===== src/rtl/rse_pkg.sv =====
package rse_pkg;
   localparam int PAIR_KINDS   = 4;
   localparam int SHORT_FACTOR = 5;
   localparam int M_MIN        = 2;
   localparam int M_MAX        = 8;
endpackage


===== src/rtl/rse_bit_pairs.sv =====
module rse_bit_pairs
   import rse_pkg::*;
#(
   parameter int CW  = 21,
   parameter int SQW = 42
) (
   input  logic                     clk,
   input  logic                     rst_n,
   input  logic                     acc_i,
   input  logic                     start_i,
   input  logic                     bit_i,
   output logic [CW-1:0]            ones_o,
   output logic [CW-1:0]            zeros_o,
   output logic [PAIR_KINDS*CW-1:0] pair_o,
   output logic [SQW-1:0]           pair_sq_o,
   output logic [SQW-1:0]           bit_sq_o
);
   logic            prev_q;
   logic [CW-1:0]   ones_q, zeros_q;
   logic [CW-1:0]   pair_q [PAIR_KINDS];
   logic [SQW-1:0]  pair_sq_q, bit_sq_q;
   logic [1:0]      pidx;
   logic [CW-1:0]   hit_cnt;

   assign pidx    = {prev_q, bit_i};
   assign hit_cnt = bit_i ? ones_q : zeros_q;

   always_ff @(posedge clk or negedge rst_n) begin
      if (!rst_n) begin
         prev_q   <= 1'b0;
         ones_q   <= '0;
         zeros_q  <= '0;
         bit_sq_q <= '0;
      end else if (acc_i) begin
         prev_q <= bit_i;
         if (start_i) begin
            ones_q   <= CW'(bit_i);
            zeros_q  <= CW'(!bit_i);
            bit_sq_q <= SQW'(1);
         end else begin
            if (bit_i) ones_q  <= ones_q + CW'(1);
            else       zeros_q <= zeros_q + CW'(1);
            bit_sq_q <= bit_sq_q + SQW'({hit_cnt, 1'b1});
         end
      end
   end

   always_ff @(posedge clk or negedge rst_n) begin
      if (!rst_n) begin
         for (int k = 0; k < PAIR_KINDS; k++) pair_q[k] <= '0;
         pair_sq_q <= '0;
      end else if (acc_i) begin
         if (start_i) begin
            for (int k = 0; k < PAIR_KINDS; k++) pair_q[k] <= '0;
            pair_sq_q <= '0;
         end else begin
            pair_q[pidx] <= pair_q[pidx] + CW'(1);
            pair_sq_q    <= pair_sq_q + SQW'({pair_q[pidx], 1'b1});
         end
      end
   end

   for (genvar g = 0; g < PAIR_KINDS; g++) begin : g_pack
      assign pair_o[g*CW +: CW] = pair_q[g];
   end

   assign ones_o    = ones_q;
   assign zeros_o   = zeros_q;
   assign pair_sq_o = pair_sq_q;
   assign bit_sq_o  = bit_sq_q;
endmodule


===== src/rtl/rse_poker.sv =====
module rse_poker
   import rse_pkg::*;
#(
   parameter int M   = 4,
   parameter int CW  = 21,
   parameter int SQW = 42,
   localparam int NPAT = 1 << M,
   localparam int PW   = $clog2(M + 1)
) (
   input  logic               clk,
   input  logic               rst_n,
   input  logic               acc_i,
   input  logic               start_i,
   input  logic               bit_i,
   output logic [NPAT*CW-1:0] hist_o,
   output logic [CW-1:0]      k_o,
   output logic [SQW-1:0]     sq_o,
   output logic               short_o
);
   if (M < M_MIN || M > M_MAX) begin : g_bad_m
      $error("rse_poker: block length out of supported range");
   end

   logic [M-1:0]   shift_q, nxt_shift;
   logic [PW-1:0]  pos_q, nxt_pos;
   logic [CW-1:0]  hist_q [NPAT];
   logic [CW-1:0]  k_q;
   logic [SQW-1:0] sq_q;
   logic           blk_done;

   assign nxt_shift = {shift_q[M-2:0], bit_i};
   assign nxt_pos   = (start_i ? PW'(0) : pos_q) + PW'(1);
   assign blk_done  = acc_i && !start_i && (nxt_pos == PW'(M));

   always_ff @(posedge clk or negedge rst_n) begin
      if (!rst_n) begin
         shift_q <= '0;
         pos_q   <= '0;
      end else if (acc_i) begin
         shift_q <= nxt_shift;
         pos_q   <= blk_done ? PW'(0) : nxt_pos;
      end
   end

   always_ff @(posedge clk or negedge rst_n) begin
      if (!rst_n) begin
         for (int b = 0; b < NPAT; b++) hist_q[b] <= '0;
         k_q  <= '0;
         sq_q <= '0;
      end else if (acc_i && start_i) begin
         for (int b = 0; b < NPAT; b++) hist_q[b] <= '0;
         k_q  <= '0;
         sq_q <= '0;
      end else if (blk_done) begin
         hist_q[nxt_shift] <= hist_q[nxt_shift] + CW'(1);
         k_q  <= k_q + CW'(1);
         sq_q <= sq_q + SQW'({hist_q[nxt_shift], 1'b1});
      end
   end

   for (genvar g = 0; g < NPAT; g++) begin : g_pack
      assign hist_o[g*CW +: CW] = hist_q[g];
   end

   assign k_o     = k_q;
   assign sq_o    = sq_q;
   assign short_o = (k_q < CW'(SHORT_FACTOR * NPAT));


   poker_step_chk: assert property (@(posedge clk) disable iff (!rst_n)
      (acc_i && !start_i) |=> (k_q == $past(k_q) || k_q == $past(k_q) + CW'(1)));
endmodule


===== src/rtl/rse_run_hist.sv =====
module rse_run_hist #(
   parameter int BINS = 8,
   parameter int CW   = 21
) (
   input  logic               clk,
   input  logic               rst_n,
   input  logic               acc_i,
   input  logic               start_i,
   input  logic               last_i,
   input  logic               bit_i,
   output logic [BINS*CW-1:0] gap_hist_o,
   output logic [BINS*CW-1:0] block_hist_o,
   output logic [CW-1:0]      gap_ovf_o,
   output logic [CW-1:0]      block_ovf_o
);
   if (BINS < 1) begin : g_bad_bins
      $error("rse_run_hist: at least one bin is required");
   end

   logic          cur_q;
   logic [CW-1:0] cur_len_q, run_len_next;
   logic          close_prev, close_last, fresh;
   logic [BINS*CW-1:0] hist_pk [2];
   logic [CW-1:0]      ovf_pk  [2];

   assign fresh        = start_i || (bit_i != cur_q);
   assign run_len_next = fresh ? CW'(1) : cur_len_q + CW'(1);
   assign close_prev   = acc_i && !start_i && (bit_i != cur_q);
   assign close_last   = acc_i && last_i;

   always_ff @(posedge clk or negedge rst_n) begin
      if (!rst_n) begin
         cur_q     <= 1'b0;
         cur_len_q <= '0;
      end else if (acc_i) begin
         cur_q     <= bit_i;
         cur_len_q <= run_len_next;
      end
   end

   for (genvar p = 0; p < 2; p++) begin : g_pol
      logic               rec;
      logic [CW-1:0]      len;
      logic [BINS*CW-1:0] hist_q;
      logic [CW-1:0]      ovf_q;

      assign rec = (close_prev && cur_q == 1'(p)) || (close_last && bit_i == 1'(p));
      assign len = (close_last && bit_i == 1'(p)) ? run_len_next : cur_len_q;

      always_ff @(posedge clk or negedge rst_n) begin
         if (!rst_n) begin
            hist_q <= '0;
            ovf_q  <= '0;
         end else if (acc_i) begin
            for (int i = 0; i < BINS; i++)
               hist_q[i*CW +: CW] <= (start_i ? CW'(0) : hist_q[i*CW +: CW])
                                     + CW'(rec && len == CW'(i + 1));
            ovf_q <= (start_i ? CW'(0) : ovf_q) + CW'(rec && len > CW'(BINS));
         end
      end

      assign hist_pk[p] = hist_q;
      assign ovf_pk[p]  = ovf_q;
   end

   assign gap_hist_o   = hist_pk[0];
   assign block_hist_o = hist_pk[1];
   assign gap_ovf_o    = ovf_pk[0];
   assign block_ovf_o  = ovf_pk[1];


   run_len_chk: assert property (@(posedge clk) disable iff (!rst_n)
      acc_i |=> (cur_len_q != '0));
endmodule


===== src/rtl/rand_stat_engine.sv =====
module rand_stat_engine
   import rse_pkg::*;
#(
   parameter int LEN_LOG2 = 20,
   parameter int POKER_M  = 4,
   parameter int RUN_BINS = 8,
   localparam int CW   = LEN_LOG2 + 1,
   localparam int SQW  = 2 * CW,
   localparam int NPAT = 1 << POKER_M
) (
   input  logic                     clk,
   input  logic                     rst_n,
   input  logic                     bit_valid_i,
   input  logic                     bit_start_i,
   input  logic                     bit_last_i,
   input  logic                     bit_i,
   output logic                     done_o,
   output logic [CW-1:0]            ones_o,
   output logic [CW-1:0]            zeros_o,
   output logic [SQW-1:0]           freq_stat_o,
   output logic [PAIR_KINDS*CW-1:0] pair_cnt_o,
   output logic [SQW-1:0]           pair_sq_o,
   output logic [SQW-1:0]           bit_sq_o,
   output logic [NPAT*CW-1:0]       poker_hist_o,
   output logic [CW-1:0]            poker_k_o,
   output logic [SQW-1:0]           poker_sq_o,
   output logic                     poker_short_o,
   output logic [RUN_BINS*CW-1:0]   block_hist_o,
   output logic [RUN_BINS*CW-1:0]   gap_hist_o,
   output logic [CW-1:0]            block_ovf_o,
   output logic [CW-1:0]            gap_ovf_o
);
   if (LEN_LOG2 < 4 || LEN_LOG2 > 30) begin : g_bad_len
      $error("rand_stat_engine: sequence length width out of range");
   end

   logic          active_q, done_q, acc;
   logic [CW-1:0] abs_diff;

   assign acc = bit_valid_i && (bit_start_i || active_q);

   always_ff @(posedge clk or negedge rst_n) begin
      if (!rst_n) begin
         active_q <= 1'b0;
         done_q   <= 1'b0;
      end else if (acc) begin
         active_q <= !bit_last_i;
         done_q   <= bit_last_i;
      end
   end

   rse_bit_pairs #(.CW(CW), .SQW(SQW)) u_pairs (
      .clk(clk), .rst_n(rst_n), .acc_i(acc), .start_i(bit_start_i), .bit_i(bit_i),
      .ones_o(ones_o), .zeros_o(zeros_o), .pair_o(pair_cnt_o),
      .pair_sq_o(pair_sq_o), .bit_sq_o(bit_sq_o)
   );

   rse_poker #(.M(POKER_M), .CW(CW), .SQW(SQW)) u_poker (
      .clk(clk), .rst_n(rst_n), .acc_i(acc), .start_i(bit_start_i), .bit_i(bit_i),
      .hist_o(poker_hist_o), .k_o(poker_k_o), .sq_o(poker_sq_o), .short_o(poker_short_o)
   );

   rse_run_hist #(.BINS(RUN_BINS), .CW(CW)) u_runs (
      .clk(clk), .rst_n(rst_n), .acc_i(acc), .start_i(bit_start_i),
      .last_i(bit_last_i), .bit_i(bit_i),
      .gap_hist_o(gap_hist_o), .block_hist_o(block_hist_o),
      .gap_ovf_o(gap_ovf_o), .block_ovf_o(block_ovf_o)
   );

   assign abs_diff    = (ones_o >= zeros_o) ? ones_o - zeros_o : zeros_o - ones_o;
   assign freq_stat_o = SQW'(abs_diff) * SQW'(abs_diff);
   assign done_o      = done_q;

   logic [CW+1:0] pair_total, bit_total;
   assign pair_total = (CW+2)'(pair_cnt_o[0 +: CW]) + (CW+2)'(pair_cnt_o[CW +: CW])
                     + (CW+2)'(pair_cnt_o[2*CW +: CW]) + (CW+2)'(pair_cnt_o[3*CW +: CW]);
   assign bit_total  = (CW+2)'(ones_o) + (CW+2)'(zeros_o);


   pair_total_chk: assert property (@(posedge clk) disable iff (!rst_n)
      done_q |-> (pair_total + (CW+2)'(1) == bit_total));


   poker_k_chk: assert property (@(posedge clk) disable iff (!rst_n)
      done_q |-> ((CW+6)'(poker_k_o) * (CW+6)'(POKER_M) <= (CW+6)'(bit_total)));


   done_after_last_chk: assert property (@(posedge clk) disable iff (!rst_n)
      (acc && bit_last_i) |=> done_q);


   hold_chk: assert property (@(posedge clk) disable iff (!rst_n)
      (done_q && !(bit_valid_i && bit_start_i)) |=>
         (done_q && $stable(ones_o) && $stable(zeros_o) && $stable(poker_k_o)
          && $stable(block_ovf_o) && $stable(gap_ovf_o)));
endmodule


===== config.mk =====
export PLATFORM = sky130hd
export DESIGN_NAME = rand_stat_engine
export DESIGN_NICKNAME = d
export VERILOG_FILES = /design/src/rtl/rse_pkg.sv /design/src/rtl/rse_bit_pairs.sv /design/src/rtl/rse_poker.sv /design/src/rtl/rse_run_hist.sv /design/src/rtl/rand_stat_engine.sv
export SDC_FILE = /design/constraint.sdc
export NUM_CORES = 2
export LEC_CHECK = 0
export ABC_AREA = 0
export BUFFER_PORTS_ARGS = -buffer_cell sky130_fd_sc_hd__buf_2
export CORE_MARGIN = 2
export CORE_UTILIZATION = 26
export CTS_CLUSTER_DIAMETER = 150
export DETAILED_ROUTE_END_ITERATION = 8
export GPL_TIMING_DRIVEN = 0
export SYNTH_ARGS = -nofsm -noshare
export SYNTH_HDL_FRONTEND = slang
export SYNTH_SLANG_ARGS = --single-unit

===== constraint.sdc =====
create_clock -name clk -period 10.55 [get_ports clk]
set_clock_uncertainty 0.1 [all_clocks]
set_input_delay 0.5275 -clock clk [delete_from_list [all_inputs] [get_ports clk]]
set_output_delay 0.5275 -clock clk [all_outputs]
set_load 0.05 [all_outputs]

=== Yosys cells after proc, flatten, opt, wreduce, memory -nomap -nowiden ===
Cells that the tools add are included.

* Bits in registers: 1017
* Latch bits: 0
* Memory bits (writable): 0
* Memory bits (read-only): 0
* Input port bits: 6
* Memories kept: 0

* Add/subtract/negate cells: 30
* Multipliers: 1
* Div/mod/pow operators: 0
* Magnitude comparators: 8
* Equal/unequal tests: 19
* Shift operators: 0
* Multiplexer cells: 50
* Bitwise gates (word level): 4
* Reductions and logical operators: 41

{| class="wikitable"
|+ Operator list
! operator !! count
|-
| 21-bit 2-to-1 mux || 35
|-
| 336-bit 2-to-1 mux || 2
|-
| 21-bit by 1-bit adder with 21-bit output || 18
|-
| 336-bit bitwise mux || 1
|-
| 21-bit by 3-bit equality test with 1-bit output, second input constant || 8
|-
| 42-bit 2-to-1 mux || 4
|-
| 21-bit by 1-bit adder with 21-bit output, second input constant || 6
|-
| 42-bit by 22-bit adder with 42-bit output || 3
|-
| 21-bit binary-select mux with 4-bit select || 1
|-
| 84-bit bitwise mux || 1
|-
| 21-bit demux with 4-bit select || 1
|-
| 21-bit by 2-bit equality test with 1-bit output, second input constant || 4
|-
| 84-bit 2-to-1 mux || 1
|-
| 21-bit binary-select mux with 2-bit select || 1
|-
| 21-bit demux with 2-bit select || 1
|-
| 21-bit by 1-bit equality test with 1-bit output, second input constant || 2
|-
| 21-bit by 4-bit equality test with 1-bit output, second input constant || 2
|-
| 21-bit by 4-bit greater-than comparator with 1-bit output, second input constant || 2
|-
| 21-bit by 21-bit multiplier with 42-bit output || 1
|-
| 21-bit subtractor || 2
|-
| 1-bit logical AND || 30
|-
| 21-bit greater-or-equal comparator || 1
|-
| 21-bit by 7-bit < comparator with 1-bit output, second input constant || 1
|-
| 3-bit 2-to-1 mux || 2
|-
| 15 further kinds || 23
|}

=== Longest topological paths before layout ===
* Depth in word-level cells: 8
* Gate-level depth with buffers: 41
* Mapped depth without buffers: 39

=== By module ===
A second synthesis with hierarchy kept.

* Cell total of the unflattened synthesis: 7356
* Area total of the unflattened synthesis: 69242.7 um^2

{| class="wikitable"
|+ By module, submodules not included
! module !! instances !! cells each !! area each (um^2) !! sequential area each (um^2)
|-
| rse_run_hist || 1 || 2321 || 21486.9 || 10009.6
|-
| rse_poker || 1 || 2131 || 21335.5 || 10134.7
|-
| rand_stat_engine || 1 || 1675 || 14421.3 || 50.0
|-
| rse_bit_pairs || 1 || 1229 || 11999.0 || 5280.1
|}

=== Least setup slack after synthesis ===
Ideal clock, no wire load.

* Path type: register to output
* Start: reg u_pairs.ones_q[13], in the netlist u_pairs.ones_o[13]
* End: out freq_stat_o[41]
* Data arrival time: 10.113 ns
* Data required time: 9.923 ns
* Setup slack: -0.191 ns
* Cell stages (with the launch flop): 39
* Buffers on the path: 3
* Cells stage by stage: dfrtp_1 > inv_1 > ha_1 > buf_4 > nand2_1 > nor2_2 > nand4_1 > or4_4 > a31oi_4 > nor2_2 > o21ba_2 > a31oi_1 > xnor2_2 > clkbuf_1 > nand2_1 > fa_1 > inv_1 > fa_1 > (+3 left out) > fa_1 > fa_1 > fa_1 > inv_1 > fa_1 > inv_1 > ha_1 > clkbuf_1 > o21ai_0 > nand2b_1 > a31o_2 > a21oi_1 > o22ai_1 > a31oi_1 > o211ai_1 > a21o_1 > a21oi_1 > xnor2_1

* Longest elaborated chain between the ends: 3
* Elaborated cells on any way between the ends: 5
* Classes of those cells: add/sub (2); mul (1); order compare (1); mux (1)

{| class="wikitable"
|+ RTL lines
! item !! line !! text
|-
| start: declaration || rse_bit_pairs.sv:19 || <nowiki>logic [CW-1:0] ones_q, zeros_q;</nowiki>
|-
| start signal: assignment || rse_bit_pairs.sv:37 || <nowiki>ones_q <= CW'(bit_i);</nowiki>
|-
| start signal: assignment || rse_bit_pairs.sv:41 || <nowiki>if (bit_i) ones_q <= ones_q + CW'(1);</nowiki>
|-
| 21-bit subtractor / 21-bit greater-or-equal comparator (equally long branches) || rand_stat_engine.sv:70 || <nowiki>assign abs_diff = (ones_o >= zeros_o) ? ones_o - zeros_o : zeros_o - ones_o;</nowiki>
|-
| 21-bit 2-to-1 mux (*) || rand_stat_engine.sv:70 ||
|-
| 21-bit by 21-bit multiplier with 42-bit output (*) || rand_stat_engine.sv:71 || <nowiki>assign freq_stat_o = SQW'(abs_diff) * SQW'(abs_diff);</nowiki>
|-
| end: declaration || rand_stat_engine.sv:20 || <nowiki>output logic [SQW-1:0] freq_stat_o,</nowiki>
|}

Every way passes the cells marked *; elsewhere a longest branch is shown, timed or not.

=== Final worst setup path ===
* Start: reg u_pairs.ones_q[8], in the netlist u_pairs.ones_o[8]
* End: out freq_stat_o[40]

Same word-level chain as after synthesis.

==> results.md <==
Yosys:
- The synthesized netlist occupies a cell area of 65,900 sq um.
- The number of cells produced by synthesis is 6,990.
- The count of synthesis-stage warnings from yosys is 0.
- The count of different cell masters after synthesis is 94.
- The sequential-to-total area share from yosys stat is 38.6%.
- The net count of the mapped netlist is 7,615.
- The post-synthesis async set-or-reset flop share is 100%.
- The count of flip-flops with a built-in enable after synthesis is 0.
- The synthesized design contains 1,016 register bits.
- The leading register cell type out of synthesis is dfrtp_1.
- The per-instance average area after synthesis is 9.43 sq um.

Detailed routing:
- The routed wire length is 328,000 um.
- The first routing iteration left 5,889 violations.
- The first detailed-routing pass took 6 iterations.
- The remaining antenna violation count is 0.
- After detailed routing, the number of vias per cell comes to 5.24.
- The DRC violations left is 0.
- The average wire per standard cell is 27.8 um.
- Across all layers, the routed design uses 61,900 vias.

Setup path:
- The worst setup path category is reg -> out.
- The critical path startpoint category is a flip-flop.
- Measured in cells, the most critical reg-to-reg path has a length of 22.
- The critical path data required time is 9.92 ns.
- The cell with the biggest individual delay on the critical path is fa_1.
- The largest incremental delay on the critical path is 0.59 ns.
- The type of destination of the critical path is an output port.
- In this design, the critical path's most frequently occurring cell is fa_1.
- The maximum fanout along the worst path is 6.
- The data arrival time at the worst-slack endpoint is 10.24 ns.

Final layout:
- The final non-filler cell total is 11,800.
- The post-route cell area is 83,400 sq um.
- Counting the fill cells in the layout gives 25,900.
- The post-route netlist has 23.8% of its cells at a drive strength greater than 1.
- In the layout the commonest cells are buf_2, nand2_1, dfrtp_1.
- The final net count is 8,985.
- From synthesis to final layout, the design area changed by 26.6%.

Floorplan:
- Once the floorplan was initialized, standard cells occupied 26.2% of the core.
- The area of the core is 252,000 sq um.
- The die is 508 um wide.
- The site row count is 184.
- The I/O pin total is 1,037.
- The floorplan step defined a die boundary enclosing 258,000 sq um.
- The overall die height is 508 um.

Global routing:
- The number of antenna violations at the first check in global routing is 29.
- Entering global routing, the biggest net connects 159 pins.
- The number of global-route vias before repair is 61,500.
- Global routing used 24.7% of the available tracks across all layers.
- The first global-routing pass estimated 460,000 um of wire.
- Summed over all layers, the global routing overflow is 0.

Clocking:
- In this run the number of H-tree levels came out at 3.
- The clock transition time at the flip-flop clock pins of the worst setup and hold paths is 0.06 ns.
- The largest buffer count on any clock path is 3.
- CTS saw 1,016 sinks.
- The number of buffers created by CTS is 121.
- TritonCTS built the clock tree.
- For the worst-skew pair, the clock arrives at the later sink with an insertion delay of 0.79 ns.
- The tree is rooted in a clkbuf_16.

STA:
- The measured slew at the worst slew-check pin is 1.55 ns.
- The final count of pins violating max slew is 11.
- The sum of negative setup slack is -1.89 ns.
- Across all setup checks in the final design, the least slack found is -0.319 ns.
- The final setup violation count is 10.
- The final count of hold timing violations was 0.
- The final critical path takes up 103% of the cycle.
- Setup repair after global routing could not meet its margin everywhere.
- The maximum clock frequency is 0.0920 GHz.
- In this run the tightest slew margin relative to its limit is -3.05%.
- Across all hold checks on the routed design, the worst slack comes to 0.135 ns.
- The shortest period the worst path allows is 10.87 ns.

Placed design:
- In this run the cell area measured after placement is 75,700 sq um.
- The placed cell count is 11,400.
- The estimated wirelength of the detail-placed design is 259,000 um.
- The final weighted congestion of routability-driven global placement is 0.982.
- The count of buffers inserted at the top-level ports is 1,035.

Run status:
- The run finished, with violations left.
- The final reports fail on capacitance limit, slew limit, setup timing.

Min path:
- The path class of the tightest hold or removal check is in -> async.

Job:
- The reported max-cap violation count is 1.
cell families after synthesis:
group           count (synthesis)  synth area share [%]
simple gates                 2616                  18.1
compound gates               1131                  10.0
flops                        1016                  38.6
buf+inv                       872                  5.31
fa+ha+maj                     619                  15.4
xor+xnor                      588                  7.94
mux                           147                  4.64
other cells                     1               0.00569
layout make-up:
cell class / instances / area (sq um) / share of cell area (%)
multi-input cells: 5102 / 38500 / 46.1
flip-flops and latches: 1016 / 25500 / 30.5
repair buffers: 1251 / 7330 / 8.78
well taps: 3348 / 4190 / 5.02
clock buffers: 178 / 3510 / 4.21
plain buffers: 379 / 2030 / 2.44
inverters: 488 / 1860 / 2.23
clock inverters: 43 / 536 / 0.642
diodes: 12 / 30.0 / 0.0360
repair inverters: 1 / 7.51 / 0.00900
worst paths after layout:
| path | startpoint | endpoint | slack (ns) |
|---|---|---|---|
| worst max-delay path | u_pairs.ones_o[8] | freq_stat_o[40] | -0.32 |
| worst min-delay path | rst_n | u_runs.gap_hist_o[61] | 0.14 |
| worst max register to register | u_poker.shift_q[0] | u_runs.block_ovf_o[17] | 1.79 |
| worst min register to register | u_runs.block_hist_o[42] | u_runs.block_hist_o[42] | 0.40 |
| max in group asynchronous | rst_n | u_poker.hist_o[12] | 7.86 |
| min in group clk | bit_start_i | u_runs.block_hist_o[154] | 0.26 |
worst max-delay path: cells and delay by family (launching register included):
kind	cells	cell delay [ns]
xor+xnor	2	0.53
flops	1	0.42
simple gates	4	0.66
mux	1	0.33
fa+ha+maj	9	4.02
buf+inv	9	1.14
compound gates	12	2.38
stage by stage:
step                util, %  setup slack [ns]
floorplan                 -           0.00375
global placement       29.9            -14.56
detailed placement     30.1             -2.12
CTS                    32.8            -0.259
global route           33.1            -0.647
finish                 33.2            -0.319
timing repair:
action | CTS | global route
setup endpoints to repair | 33 | 25
hold buffers | 2 | 0
resized for setup | 396 | 118
buffers inserted | 154 | 44
endpoints found under the hold margin | 174 | 0
pin swaps | 85 | 79
cloned | 3 | 1
Yosys cell counts, types with 23 or more instances:
library cell / number / area share [%]
nor3b_1: 26 / 0.30
buf_1: 23 / 0.13
nor3_1: 70 / 0.53
ha_1: 301 / 5.7
clkbuf_1: 283 / 1.6
o21ai_1: 25 / 0.19
o21ai_0: 615 / 4.7
fa_1: 318 / 9.7
o22ai_1: 53 / 0.50
nand3_1: 530 / 4.0
inv_1: 480 / 2.7
a21oi_1: 158 / 1.2
a21o_1: 70 / 0.80
and3_1: 73 / 0.69
nand2_1: 1052 / 6.0
xor2_1: 343 / 4.6
mux4_2: 126 / 4.3
nand2b_1: 24 / 0.23
and4_1: 35 / 0.47
and2_1: 44 / 0.42
dfrtp_1: 1016 / 39
nor2_1: 486 / 2.8
a31o_2: 44 / 0.58
nand4_1: 118 / 1.1
buf_2: 47 / 0.36
or3_1: 26 / 0.25
xnor2_1: 234 / 3.1
nor2b_1: 65 / 0.62
sequential cells by signal, indices dropped and copies added (netlist names), 42 cells and up:
signal	count
u_pairs.bit_sq_o	42
u_pairs.pair_o	84
u_pairs.pair_sq_o	42
u_poker.hist_o	336
u_poker.sq_o	42
u_runs.block_hist_o	168
u_runs.gap_hist_o	168
layer usage:
layer / up-vias / GRT usage, % / part of all wire, %
met4: 4 / 15.0 / 7.2
li1: 26400 / - / -
met3: 854 / 7.14 / 9.9
met1: 31300 / 29.7 / 38
met5: - / 0 / 0.0073
met2: 3363 / 39.0 / 45
Power is left out: the tool's default activity adds up to more than one toggle a clock period on the data nets, which glitch-free logic cannot reach.
